## config.mk

```make
export PLATFORM = sky130hd
export DESIGN_NAME = rx_space_acct
export DESIGN_NICKNAME = d
export VERILOG_FILES = /design/src/rtl/rx_space_pkg.sv /design/src/rtl/rx_space_regs.sv /design/src/rtl/rx_space_ledger.sv /design/src/rtl/rx_space_wptr.sv /design/src/rtl/rx_space_acct.sv
export SDC_FILE = /design/constraint.sdc
export NUM_CORES = 1
export LEC_CHECK = 0
export ABC_AREA = 1
export ABC_CLOCK_PERIOD_IN_PS = 6500
export BUFFER_PORTS_ARGS = -buffer_cell sky130_fd_sc_hd__buf_4
export CAP_MARGIN = 20
export CORE_UTILIZATION = 35
export CTS_CLUSTER_DIAMETER = 80
export DETAILED_ROUTE_END_ITERATION = 16
export GPL_TIMING_DRIVEN = 1
export PLACE_DENSITY = 0.53
export SLEW_MARGIN = 20
export SYNTH_ARGS = -nofsm -noshare
export SYNTH_HDL_FRONTEND = slang
export SYNTH_HIERARCHICAL = 1
export SYNTH_SLANG_ARGS = --single-unit
```

## constraint.sdc

```tcl
create_clock -name clk -period 6.5 [get_ports clk]
set_input_delay 0.325 -clock clk [delete_from_list [all_inputs] [get_ports clk]]
set_output_delay 0.325 -clock clk [all_outputs]
set_load 0.1 [all_outputs]
```

## src/rtl/rx_space_pkg.sv

```systemverilog
package rx_space_pkg;
  typedef enum logic [1:0] {
    REG_CTRL  = 2'd0,
    REG_ADDR  = 2'd1,
    REG_SIZE  = 2'd2,
    REG_AVAIL = 2'd3
  } reg_sel_e;

  localparam int CTRL_EN_BIT   = 0;
  localparam int CTRL_HAS_BIT  = 8;
  localparam int CTRL_MASK_LSB = 16;
  localparam int MASK_W        = 8;
endpackage

```

## src/rtl/rx_space_regs.sv

```systemverilog
module rx_space_regs
  import rx_space_pkg::*;
#(
  parameter int AW = 24
) (
  input  logic              clk,
  input  logic              rst_n,
  input  logic              host_we,
  input  logic [1:0]        host_addr,
  input  logic [31:0]       host_wdata,
  output logic [31:0]       host_rdata,
  input  logic              has_pkt,
  input  logic [AW-1:0]     last_desc,
  input  logic [AW-1:0]     avail,
  input  logic [AW-1:0]     size_q,
  output logic              enable_o,
  output logic [MASK_W-1:0] mask_o,
  output logic [AW-1:0]     base_o,
  output logic              base_ld_o,
  output logic              size_ld_o,
  output logic              ret_en_o,
  output logic [AW-1:0]     wval_o
);
  reg_sel_e sel;
  assign sel = reg_sel_e'(host_addr);

  assign base_ld_o = host_we && (sel == REG_ADDR);
  assign size_ld_o = host_we && (sel == REG_SIZE);
  assign ret_en_o  = host_we && (sel == REG_AVAIL);
  assign wval_o    = host_wdata[AW-1:0];

  always_ff @(posedge clk or negedge rst_n) begin
    if (!rst_n) begin
      enable_o <= 1'b0;
      mask_o   <= '0;
      base_o   <= '0;
    end else begin
      if (host_we && sel == REG_CTRL) begin
        enable_o <= host_wdata[CTRL_EN_BIT];
        mask_o   <= host_wdata[CTRL_MASK_LSB +: MASK_W];
      end
      if (base_ld_o) base_o <= wval_o;
    end
  end

  always_comb begin
    host_rdata = '0;
    unique case (sel)
      REG_CTRL: begin
        host_rdata[CTRL_EN_BIT]              = enable_o;
        host_rdata[CTRL_HAS_BIT]             = has_pkt;
        host_rdata[CTRL_MASK_LSB +: MASK_W]  = mask_o;
      end
      REG_ADDR:  host_rdata[AW-1:0] = last_desc;
      REG_SIZE:  host_rdata[AW-1:0] = size_q;
      REG_AVAIL: host_rdata[AW-1:0] = avail;
      default:   host_rdata = '0;
    endcase
  end
endmodule

```

## src/rtl/rx_space_ledger.sv

```systemverilog
module rx_space_ledger #(
  parameter int AW = 24
) (
  input  logic          clk,
  input  logic          rst_n,
  input  logic          size_ld,
  input  logic          ret_en,
  input  logic [AW-1:0] wval,
  input  logic          commit,
  input  logic [AW:0]   charge,
  output logic          fit,
  output logic [AW-1:0] avail_q,
  output logic [AW-1:0] size_q,
  output logic          has_pkt_q
);
  localparam int SW = AW + 2;

  logic [SW-1:0] sum;
  logic [SW-1:0] ret_ext;
  logic [SW-1:0] chg_ext;
  logic [AW-1:0] sat;

  assign fit     = ({1'b0, avail_q} >= charge);
  assign ret_ext = ret_en ? SW'(wval) : '0;
  assign chg_ext = commit ? SW'(charge) : '0;
  assign sum     = SW'(avail_q) + ret_ext - chg_ext;
  assign sat     = (sum > SW'(size_q)) ? size_q : sum[AW-1:0];

  always_ff @(posedge clk or negedge rst_n) begin
    if (!rst_n) begin
      avail_q   <= '0;
      size_q    <= '0;
      has_pkt_q <= 1'b0;
    end else if (size_ld) begin
      size_q    <= wval;
      avail_q   <= wval;
      has_pkt_q <= 1'b0;
    end else begin
      avail_q <= sat;
      if (commit)                       has_pkt_q <= 1'b1;
      else if (ret_en && sat == size_q) has_pkt_q <= 1'b0;
    end
  end
endmodule

```

## src/rtl/rx_space_wptr.sv

```systemverilog
module rx_space_wptr #(
  parameter int AW = 24
) (
  input  logic          clk,
  input  logic          rst_n,
  input  logic          reload,
  input  logic [AW-1:0] reload_val,
  input  logic          commit,
  input  logic [AW:0]   charge,
  input  logic [AW-1:0] base_q,
  input  logic [AW-1:0] size_q,
  output logic [AW-1:0] ptr_q
);
  logic [AW:0] nxt;
  logic [AW:0] lim;
  logic [AW:0] wrapped;

  assign nxt     = {1'b0, ptr_q} + charge;
  assign lim     = {1'b0, base_q} + {1'b0, size_q};
  assign wrapped = (nxt >= lim) ? (nxt - {1'b0, size_q}) : nxt;

  always_ff @(posedge clk or negedge rst_n) begin
    if (!rst_n)       ptr_q <= '0;
    else if (reload)  ptr_q <= reload_val;
    else if (commit)  ptr_q <= wrapped[AW-1:0];
  end
endmodule

```

## src/rtl/rx_space_acct.sv

```systemverilog
module rx_space_acct
  import rx_space_pkg::*;
#(
  parameter int AW         = 24,
  parameter int LW         = 16,
  parameter int DESC_WORDS = 2
) (
  input  logic          clk,
  input  logic          rst_n,
  input  logic          host_we,
  input  logic [1:0]    host_addr,
  input  logic [31:0]   host_wdata,
  output logic [31:0]   host_rdata,
  input  logic          pkt_valid,
  output logic          pkt_ready,
  input  logic [LW-1:0] pkt_words,
  input  logic [AW-1:0] pkt_desc_addr,
  output logic          pkt_drop,
  output logic [AW-1:0] wr_ptr,
  output logic          rx_enable,
  output logic [7:0]    class_mask,
  output logic          rx_has_pkt
);
  logic          base_ld, size_ld, ret_en, fit, hs, commit_w;
  logic [AW-1:0] wval, base_q, size_q, avail_q, last_desc_q;
  logic [AW:0]   charge;

  assign charge    = (AW+1)'(pkt_words) + (AW+1)'(DESC_WORDS);
  assign pkt_ready = rx_enable;
  assign hs        = pkt_valid && pkt_ready;
  assign commit_w  = hs && fit && !size_ld;

  rx_space_regs #(.AW(AW)) u_regs (
    .clk(clk), .rst_n(rst_n), .host_we(host_we), .host_addr(host_addr),
    .host_wdata(host_wdata), .host_rdata(host_rdata), .has_pkt(rx_has_pkt),
    .last_desc(last_desc_q), .avail(avail_q), .size_q(size_q),
    .enable_o(rx_enable), .mask_o(class_mask), .base_o(base_q),
    .base_ld_o(base_ld), .size_ld_o(size_ld), .ret_en_o(ret_en), .wval_o(wval)
  );

  rx_space_ledger #(.AW(AW)) u_ledger (
    .clk(clk), .rst_n(rst_n), .size_ld(size_ld), .ret_en(ret_en), .wval(wval),
    .commit(commit_w), .charge(charge), .fit(fit), .avail_q(avail_q),
    .size_q(size_q), .has_pkt_q(rx_has_pkt)
  );

  rx_space_wptr #(.AW(AW)) u_wptr (
    .clk(clk), .rst_n(rst_n), .reload(base_ld || size_ld),
    .reload_val(base_ld ? wval : base_q), .commit(commit_w), .charge(charge),
    .base_q(base_q), .size_q(size_q), .ptr_q(wr_ptr)
  );

  always_ff @(posedge clk or negedge rst_n) begin
    if (!rst_n) begin
      pkt_drop    <= 1'b0;
      last_desc_q <= '0;
    end else begin
      pkt_drop <= hs && !fit;
      if (commit_w) last_desc_q <= pkt_desc_addr;
    end
  end
endmodule

```

# After elaboration in Yosys (flattened, before gate mapping)
# Index checks and enable logic that the tools add are counted.
# op_classes
add_sub_neg	6
mul	0
div	0
n_lt_le_gt_ge	3
n_eq_ne	4
n_shift	0
mux	16
bitwise	0
n_reduce_logical	15
# ops
op	count
2-to-1 mux 24 bit	7
case mux 7 bit (3 select lines)	2
case mux 8 bit (4 select lines)	1
adder 24 x 26 -> 26 bit	1
> comparator 26 x 24 -> 1 bit	1
subtractor 26 bit	1
adder 24 x 17 -> 25 bit	1
adder 24 x 24 -> 25 bit	1
greater-or-equal comparator 25 bit	1
equality test 24 bit	1
greater-or-equal comparator 24 x 17 -> 1 bit	1
subtractor 24 bit	1
adder 16 x 2 -> 17 bit, second input constant	1
2-to-1 mux 17 bit	1
logical AND 1 bit	9
case mux 1 bit (4 select lines)	2
equality test 2 bit, second input constant	2
2-to-1 mux 1 bit	3
nonzero test 3 bit	1
equality test 2 x 1 -> 1 bit, second input constant	1
logical NOT 1 bit	2
logical NOT 2 bit	1
nonzero test 2 bit	1
logical OR 1 bit	1
# totals
reg_bits	131
latchBits	0
mem_bits_rw	0
rom_bits	0
input_bits	78
out_inout_bits	68
elab_cells	53
n_memories	0

# Longest topological paths before layout
# Gate-level depths: netlist of run 1.
# depth
word_depth	13
depth_mapped	58
mapped_depth_nobuf	54

# Hierarchy
# Netlist of run 1, hierarchy kept.
# modules_own_cells
mod	n_inst	cells_per_inst	area_per_inst_um2	seq_area_each_um2
rx_space_ledger	1	925	6085.8	1226.2
rx_space_wptr	1	864	5597.9	600.6
rx_space_regs	1	301	2099.5	825.8
rx_space_acct	1	259	1661.6	625.6

# Worst setup path before layout of run 1
# Ideal clock, no wire load.
# synth_path
kind	input port to flip-flop
start	input port pkt_words[1]
end	register u_ledger.has_pkt_q
setup_ns	0.131
arrival_ns	6.938
required_time_ns	6.369
path_slack_ns	-0.569
stages	50
path_buffers	4
path_cell_list	ha_1 nand3_2 nor2_4 xor2_1 inv_1 ha_1 nand2_1 o21ai_0 a21oi_1 o41ai_1 nand4_1 nand2_1 nand3_1 a21oi_1 nand4_4 clkinv_2 buf_8 clkbuf_1 [... 14 more ...] ha_1 nand2_1 nor2_1 a211oi_1 nand3_1 nand3_1 nand2_1 nand2_2 buf_6 nand2_1 nand3_2 nand2_1 nor2_1 nand2_1 nor2_1 nand3_1 nand2_1 a21oi_1
# synth_via
elab_chain_cells	11
elab_cells_between_ends	13
classes_between	add/sub: 2; order compare: 2; eq/ne: 1; mux: 4; reduce/logical: 4
# synth_rtl
item	line	text
start, declared	rx_space_acct.sv:16	input logic [LW-1:0] pkt_words,
adder 16 x 2 -> 17 bit (*)	rx_space_acct.sv:28	assign charge = (AW+1)'(pkt_words) + (AW+1)'(DESC_WORDS);
via charge[7]	rx_space_acct.sv:26	logic [AW:0] charge;
greater-or-equal comparator 24 x 17 -> 1 bit (*)	rx_space_ledger.sv:23	assign fit = ({1'b0, avail_q} >= charge);
via fit	rx_space_acct.sv:24	logic base_ld, size_ld, ret_en, fit, hs, commit_w;
logical AND 1 bit (*) (2 in a row)	rx_space_acct.sv:31	assign commit_w = hs && fit && !size_ld;
via commit_w	rx_space_acct.sv:24	
2-to-1 mux 17 bit	rx_space_ledger.sv:25	assign chg_ext = commit ? SW'(charge) : '0;
subtractor 26 bit	rx_space_ledger.sv:26	assign sum = SW'(avail_q) + ret_ext - chg_ext;
> comparator 26 x 24 -> 1 bit	rx_space_ledger.sv:27	assign sat = (sum > SW'(size_q)) ? size_q : sum[AW-1:0];
2-to-1 mux 24 bit	rx_space_ledger.sv:27	
equality test 24 bit	rx_space_ledger.sv:41	else if (ret_en && sat == size_q) has_pkt_q <= 1'b0;
logical AND 1 bit	rx_space_ledger.sv:41	
nonzero test 3 bit (no line)	n/a	
end signal, assigned	rx_space_ledger.sv:33	has_pkt_q <= 1'b0;
end signal, assigned	rx_space_ledger.sv:40	if (commit) has_pkt_q <= 1'b1;
end signal, assigned	rx_space_ledger.sv:41	
end, declared	rx_space_ledger.sv:14	output logic has_pkt_q
# The timed path passes the listed nets; every way through them passes the cells marked *.
# A chain may end at the register's enable or synchronous reset.

# Worst setup path after layout of run 1
# layout_path
start	register u_ledger.avail_q[2]
end	register u_ledger.has_pkt_q
# layout_via
elab_chain_cells	10
elab_cells_between_ends	13
classes_between	add/sub: 2; order compare: 2; eq/ne: 1; mux: 4; reduce/logical: 4
# layout_rtl
item	line	text
start, declared	rx_space_ledger.sv:12	output logic [AW-1:0] avail_q,
start signal, assigned	rx_space_ledger.sv:36	avail_q <= wval;
start signal, assigned	rx_space_ledger.sv:39	avail_q <= sat;
greater-or-equal comparator 24 x 17 -> 1 bit (*)	rx_space_ledger.sv:23	
via fit	rx_space_acct.sv:24	
logical AND 1 bit (*) (2 in a row)	rx_space_acct.sv:31	
2-to-1 mux 17 bit	rx_space_ledger.sv:25	
subtractor 26 bit	rx_space_ledger.sv:26	
> comparator 26 x 24 -> 1 bit	rx_space_ledger.sv:27	
2-to-1 mux 24 bit	rx_space_ledger.sv:27	
equality test 24 bit	rx_space_ledger.sv:41	
logical AND 1 bit	rx_space_ledger.sv:41	
nonzero test 3 bit (no line)	n/a	
# Marked as above.

==> flow_summary_export.csv, run 1 <==
group,metric,value,unit
min_path,holdPathStages,3,
cells_and_area,multi_input_comb_area,11000,um^2
global_route,grt_pass1_vias,15240,
global_route,grt_pass1_wl,84940,um
clock_tree,cts.path.max_buffers,2,
critical_path,reg2reg_depth,45,
die,die-area,44970,um^2
clock_tree,cts-htree-levels,4,
detailed_routing,drc,0,
placed_design,hpwl,46560,um
detailed_routing,wirelength,56360,um
global_route,grt.total_usage,0.2511,
die,die_height,212.1,um
logic_synthesis,syn_avg_cell_area,6.575,um^2
timing,fmax,148.3,MHz
run_status,status,"finished with violations",
timing,finClkSkew,0.01012,ns
logic_synthesis,synth-compound-area-share,0.1201,
critical_path,cp-start-kind,"flop",
run_status,violations,"setup timing",
logic_synthesis,synth_cell_types,57,
logic_synthesis,ys_seq_area_frac,0.2122,
clock_tree,cts_tree,"built",
clock_tree,cts_buffers,17,
critical_path,rr_startpoint,"u_ledger/avail_q[2]$_DFF_PN0_",
clock_tree,clk_latency,0.45,ns
cells_and_area,fin_nets,2905,
cells_and_area,fillers,4446,
timing,relSlewSlack,0.4687,
critical_path,slowest_stage,"fa_2",
critical_path,worstSetupEndpointType,"flop",
run,max_cap_violations,0,
die,fp-row-count,76,
critical_path,criticalPathCategory,"reg2reg",
timing,fin_tns_setup,-0.2589,ns
timing,period_needed,6.743,ns
clock_tree,cts.clk_slew.worst_paths,0.07,ns
timing,fin_crit_sh,1.037,
cells_and_area,syn2layout_area_growth,26.69,%
die,die_width,212.1,um
cells_and_area,seq_area,3279,um^2
global_route,overflow,0,
logic_synthesis,synth-xor-area-share,0.04877,
logic_synthesis,ys_ff_latch,131,
die,top_level_ports,146,
cells_and_area,drive_above_1_share,0.2084,
logic_synthesis,netlist_area,15440,um^2
critical_path,r2r_setup_slack,-0.24,ns
placed_design,portBuffers,129,
die,start_util,0.3570,
clock_tree,cts_sinks,131,
logic_synthesis,synth_mux_area_frac,0,
min_path,hp-class,"in2reg",
global_route,grt_max_degree,76,
min_path,min_to,"last_desc_q[17]$_DFFE_PN0P_",
logic_synthesis,yosys_warnings,6,
detailed_routing,viasPerCell,4.965,
logic_synthesis,synth_top_family_by_area,"simple AND/OR/NAND/NOR gates",
logic_synthesis,yosys.area_share.simple,0.3205,
die,fp.coreArea,43270,um^2
critical_path,slowest_delay,0.61,ns
global_route,antenna_found_initial,1,
logic_synthesis,synth_fa_ha_area_frac,0.1719,
logic_synthesis,async_reset_ff_frac,1.000,
critical_path,cp_max_fo,6,
detailed_routing,wire_per_inst,17.45,um
detailed_routing,vias,16040,
detailed_routing,first_pass_iters,5,
logic_synthesis,postSynthCellCount,2349,
critical_path,crit_required,6.80,ns
timing,rsz0062_at_grt,"yes",
detailed_routing,drtIter0Drc,1100,
min_path,hp-start,"pkt_desc_addr[17]",
timing,hold_viol_final,0,
logic_synthesis,synth_edf_count,0,
placed_design,gp_congestion,0.9238,
timing,drv_slew,0,
timing,setup_viol,2,
timing,fin_ws,-0.2433,ns
clock_tree,clockRootBuffer,"clkbuf_16",
detailed_routing,drtAntennaViolNets,0,
timing,worst_pin_slew,0.7961,ns
logic_synthesis,synth_top_flop_cell,"dfrtp_1",
critical_path,r2r-end,"u_ledger/has_pkt_q$_DFFE_PN0P_",
critical_path,cp.arrival,7.04,ns
sequential cells by signal (all words and copies together), names as in the netlist, 8 cells and up:
signal / flops
last_desc_q: 24
u_ledger/avail_q: 24
u_ledger/size_q: 24
u_regs/base_o: 24
u_regs/mask_o: 8
u_wptr/ptr_q: 24
critical path: cells and delay by family (launching register included):
kind / cells / cell delay (ns)
AND/OR/NAND/NOR: 22 / 1.99
AO/OA/AOI/OAI: 11 / 1.70
adder cells (fa/ha/maj): 4 / 1.52
buffers and inverters: 7 / 0.78
flip-flops: 1 / 0.44
XOR/XNOR: 1 / 0.15
cells in the final DEF (no fill, tap or decap), types with 5 or more instances in the layout:
cell / n
ha_1: 155
nor2_4: 5
nand2_4: 9
nor4_1: 6
a21o_1: 9
nor3_1: 6
a21oi_1: 110
xnor2_1: 33
o21ai_2: 9
o21ai_1: 18
a22oi_1: 24
nand3_1: 199
nand3_2: 19
ha_4: 12
conb_1: 32
nand2_1: 722
fa_1: 25
a31oi_1: 6
nor2_2: 13
nor2_1: 83
o21a_1: 6
clkbuf_16: 19
nand4_1: 34
dfrtp_1: 130
a21oi_2: 6
inv_6: 7
inv_1: 325
nand2_2: 45
buf_4: 308
xor2_1: 42
o21bai_1: 12
inv_2: 31
o21ai_0: 91
xor2_2: 7
buf_6: 9
how the worst max path moves through the flow:
stage                                       start                        endpoint  slack [ns]  cells after the start
floorplan                            pkt_words[1]  u_ledger/has_pkt_q$_DFFE_PN0P_        0.02                     53
global route        u_ledger/avail_q[1]$_DFF_PN0_  u_ledger/has_pkt_q$_DFFE_PN0P_       -0.64                     49
detailed placement                   pkt_words[1]  u_ledger/has_pkt_q$_DFFE_PN0P_       -0.85                     50
CTS                 u_ledger/avail_q[2]$_DFF_PN0_  u_ledger/has_pkt_q$_DFFE_PN0P_       -0.25                     48
global placement                     pkt_words[1]  u_ledger/has_pkt_q$_DFFE_PN0P_       -0.79                     49
finish              u_ledger/avail_q[2]$_DFF_PN0_  u_ledger/has_pkt_q$_DFFE_PN0P_       -0.24                     45
final cells by class:
cell class / count / area share
Antenna cell: 1 / 0.0001279
Clock buffer: 17 / 0.02174
Inverter: 358 / 0.06931
Sequential cell: 131 / 0.1676
Multi-Input combinational cell: 1795 / 0.5619
Clock inverter: 15 / 0.008249
Timing Repair inverter: 1 / 0.0004476
Timing Repair Buffer: 327 / 0.1332
Tap cell: 585 / 0.03741
cells by family (layout without fill, tap and decap cells):
logic type               Yosys count  after routing
other                              2             33
AND/OR/NAND/NOR                 1157           1157
AO/OA/AOI/OAI                    324            324
XOR/XNOR                          86             86
buffers and inverters            453            718
flip-flops                       131            131
adder cells (fa/ha/maj)          196            196
timing repair:
| item | CTS | global route |
|---|---|---|
| pin swaps | 13 | 67 |
| hold buffers | 1 | 0 |
| buffers inserted | 7 | 17 |
| gates resized for setup | 27 | 135 |
| cloned | 2 | 3 |
| endpoints found under the setup margin | 25 | 25 |
| endpoints found under the hold margin | 74 | 0 |
per-layer routing:
metal | share of wire | vias up | track usage
li1 | - | 8064 | -
met1 | 0.45 | 7510 | 0.3294
met2 | 0.48 | 385 | 0.4303
met3 | 0.043 | 77 | 0.02378
met4 | 0.028 | 0 | 0.08371
met5 | 0 | - | 0
metrics by stage:
stage | cells | setup slack [ns] | util | area [um^2] | hold WS (ns)
3_5_place_dp | 3168 | -0.8507 | 0.4173 | 18050 | 0.4156
4_1_cts | 3210 | -0.2500 | 0.4360 | 18860 | 0.05234
6_report | 3230 | -0.2433 | 0.4523 | 19570 | 0.07291
5_1_grt | 3230 | -0.6396 | 0.4523 | 19570 | 0.06116
2_1_floorplan | 2379 | 0.02161 | - | 15680 | 0.02941
3_3_place_gp | 3167 | -0.7928 | 0.4171 | 18050 | 0.4098
synthesized netlist by cell type, drive strengths merged (8+ instances only):
library cell,instances,area [um^2]
nand2,776,2965
inv,356,1336
nand3,220,1156
ha,169,2115
dfrtp,131,3278
a21oi,119,595.6
o21ai,118,590.6
nor2,101,431.7
buf,69,500.5
xor2,49,429.2
xnor2,37,324.1
nand4,36,246.5
fa,27,540.5
clkbuf,26,100.1
a22oi,24,180.2
o21bai,15,116.4
nor3,10,55.05
a21o,9,67.56
a31oi,9,71.32
a21boi,8,60.06
Power of run 1 is left out: the tool's default activity adds up to more than one toggle a clock period on the data nets, which glitch-free logic cannot reach.
==> inputs of run 2 (changes only) <==
--- a/config.mk
+++ b/config.mk
@@ -6,14 +6,14 @@
 export NUM_CORES = 1
 export LEC_CHECK = 0
 export ABC_AREA = 1
-export ABC_CLOCK_PERIOD_IN_PS = 6500
+export ABC_CLOCK_PERIOD_IN_PS = 8350
 export BUFFER_PORTS_ARGS = -buffer_cell sky130_fd_sc_hd__buf_4
-export CAP_MARGIN = 20
+export CAP_MARGIN = 5
 export CORE_UTILIZATION = 35
 export CTS_CLUSTER_DIAMETER = 80
 export DETAILED_ROUTE_END_ITERATION = 16
 export GPL_TIMING_DRIVEN = 1
-export PLACE_DENSITY = 0.53
+export PLACE_DENSITY = 0.51
 export SLEW_MARGIN = 20
 export SYNTH_ARGS = -nofsm -noshare
 export SYNTH_HDL_FRONTEND = slang
==> constraint.sdc (replaced) <==
create_clock -name clk -period 8.35 [get_ports clk]
set_input_delay 0.4175 -clock clk [delete_from_list [all_inputs] [get_ports clk]]
set_output_delay 0.4175 -clock clk [all_outputs]
set_load 0.05 [all_outputs]
==> run 2 against run 1 <==
Compared with the run above: the flow now finishes without violations; critical path depth is 8 higher; routed wire length is 2.4% higher; flip-flop and latch count stayed put; die area stayed put; core utilization is 4.3 points lower; final cell count is 4.6% lower; final area is 9.4% lower; register-to-register slack better by 1.1 ns.
==> flow_summary_export.csv, run 2 (synthesis gave the netlist of run 1 again) <==
group,metric,value,unit
cells_and_area,antenna_cells,0,
detailed_routing,first_pass_iters,6,
timing,drv_slew,0,
critical_path,worstSetupEndpointType,"flop",
cells_and_area,multi_input_comb_area,10380,um^2
cells_and_area,layout.cells.non_filler,3083,
cells_and_area,final_area,17720,um^2
global_route,grt_max_degree,74,
timing,finClkSkew,0.01327,ns
detailed_routing,wire_per_inst,18.72,um
timing,fin_crit_sh,0.9035,
critical_path,cp_max_fo,48,
critical_path,slowest_delay,0.61,ns
detailed_routing,drc,0,
timing,rsz0062_at_grt,"no",
critical_path,cp_common_cell,"nand2_1",
cells_and_area,seq_area,3278,um^2
cells_and_area,layout_commonest_cell,"nand2_1",
cells_and_area,drive_above_1_share,0.1141,
detailed_routing,vias,15540,
die,fp.coreArea,43270,um^2
placed_design,hpwl,48630,um
critical_path,slowest_stage,"fa_1",
placed_design,dpl_cell_area,17080,um^2
global_route,grt_pass1_wl,88060,um
cells_and_area,fillers,4714,
placed_design,place_inst,3050,
detailed_routing,drtIter0Drc,904,
run_status,status,"completed",
clock_tree,cts_sinks,131,
die,start_util,0.3570,
timing,setup_viol,0,
timing,fin_tns_setup,0,ns
clock_tree,cts-htree-levels,4,
timing,period_needed,7.544,ns
global_route,antenna_found_initial,0,
detailed_routing,drtAntennaViolNets,0,
timing,relSlewSlack,0.2704,
critical_path,cp.arrival,7.86,ns
detailed_routing,viasPerCell,5.039,
clock_tree,cts.clk_slew.worst_paths,0.07,ns
global_route,overflow,0,
die,die-area,44970,um^2
run,max_cap_violations,0,
placed_design,portBuffers,129,
timing,hold_viol_final,0,
clock_tree,clk_latency,0.47,ns
clock_tree,clockRootBuffer,"clkbuf_16",
cells_and_area,fin_nets,2759,
global_route,grt_pass1_vias,15140,
critical_path,cp_top_family,"simple AND/OR/NAND/NOR gates",
timing,worst_pin_slew,1.093,ns
die,die_width,212.1,um
die,fp-row-count,76,
critical_path,cp-start-kind,"input pin",
critical_path,crit_required,8.67,ns
detailed_routing,wirelength,57700,um
critical_path,criticalPathCategory,"in2reg",
timing,fmax,132.6,MHz
die,top_level_ports,146,
global_route,grt.total_usage,0.2634,
clock_tree,cts_buffers,17,
cells_and_area,final_cell_mix,"757 x nand2_1, 342 x inv_1, 209 x nand3_1, 178 x buf_4, 169 x ha_1",
clock_tree,cts_tree,"built",
min_path,hp-class,"in2reg",
die,die_height,212.1,um
cells_and_area,syn2layout_area_growth,14.76,%
clock_tree,cts.path.max_buffers,2,
placed_design,gp_congestion,0.9940,
critical_path,path_buf_inv,12,
==> run 2: changes by cell type in the layout (fill, tap and decap cells not counted), sizes merged <==
cell,delta
buf,-143
clkbuf,-2
clkinv,+1
clkinvlp,+1
diode,-1
inv,-3
==> run 2: worst register-to-register path: cells and delay by family (launching register included) <==
| family | cells | cell delay [ns] |
|---|---|---|
| flops | 1 | 0.54 |
| compound gates | 10 | 1.73 |
| buf+inv | 10 | 1.14 |
| fa+ha+maj | 4 | 1.52 |
| simple gates | 25 | 2.38 |
==> run 2: final cells by class <==
| type | count | share of cell area |
|---|---|---|
| clock inverter | 15 | 0.009318 |
| tap | 585 | 0.04130 |
| clock buffer | 17 | 0.02400 |
| sequential | 131 | 0.1849 |
| inverter | 358 | 0.07589 |
| multi-input combinational | 1795 | 0.5857 |
| timing repair buffer | 182 | 0.07885 |
==> run 2: worst paths after layout <==
| kind | cells past startpoint | slack (ns) | end | start |
|---|---|---|---|---|
| worst max-delay path | 53 | 0.81 | u_ledger/has_pkt_q$_DFFE_PN0P_ | pkt_words[1] |
| worst min-delay path | 3 | 0.14 | last_desc_q[22]$_DFFE_PN0P_ | pkt_desc_addr[22] |
| worst max register to register | 49 | 0.90 | u_ledger/has_pkt_q$_DFFE_PN0P_ | u_ledger/avail_q[0]$_DFF_PN0_ |
| worst min register to register | 2 | 0.49 | last_desc_q[11]$_DFFE_PN0P_ | last_desc_q[11]$_DFFE_PN0P_ |
| max in group asynchronous | 3 | 6.39 | u_ledger/avail_q[2]$_DFF_PN0_ | rst_n |
| min in group asynchronous | 2 | 0.51 | last_desc_q[22]$_DFFE_PN0P_ | rst_n |
==> run 2: layer usage <==
metal  track usage  part of all wire  up-vias
li1              -                 -     7783
met1        0.3499              0.46     7332
met2        0.4343              0.47      354
met3       0.02836             0.038       66
met4        0.1079             0.037        0
met5             0                 0        -
==> run 2: metrics by stage <==
step	util	hold WS [ns]	setup slack, ns
after floorplan	-	0.1219	1.222
after global placement	0.3949	0.4570	0.2099
after detailed placement	0.3949	0.4595	0.2167
after CTS	0.4087	0.1205	0.6812
after global routing	0.4097	0.1351	0.008971
final	0.4097	0.1401	0.8061
==> run 2: what timing repair did <==
action                                  4_1_cts  5_1_grt
hold buffers                                  1        0
hold endpoints to repair                     54        0
endpoints found under the setup margin        0        1
setup buffers                                 0        0
resized for setup                             0        6
Power of run 2 is left out for the same reason.
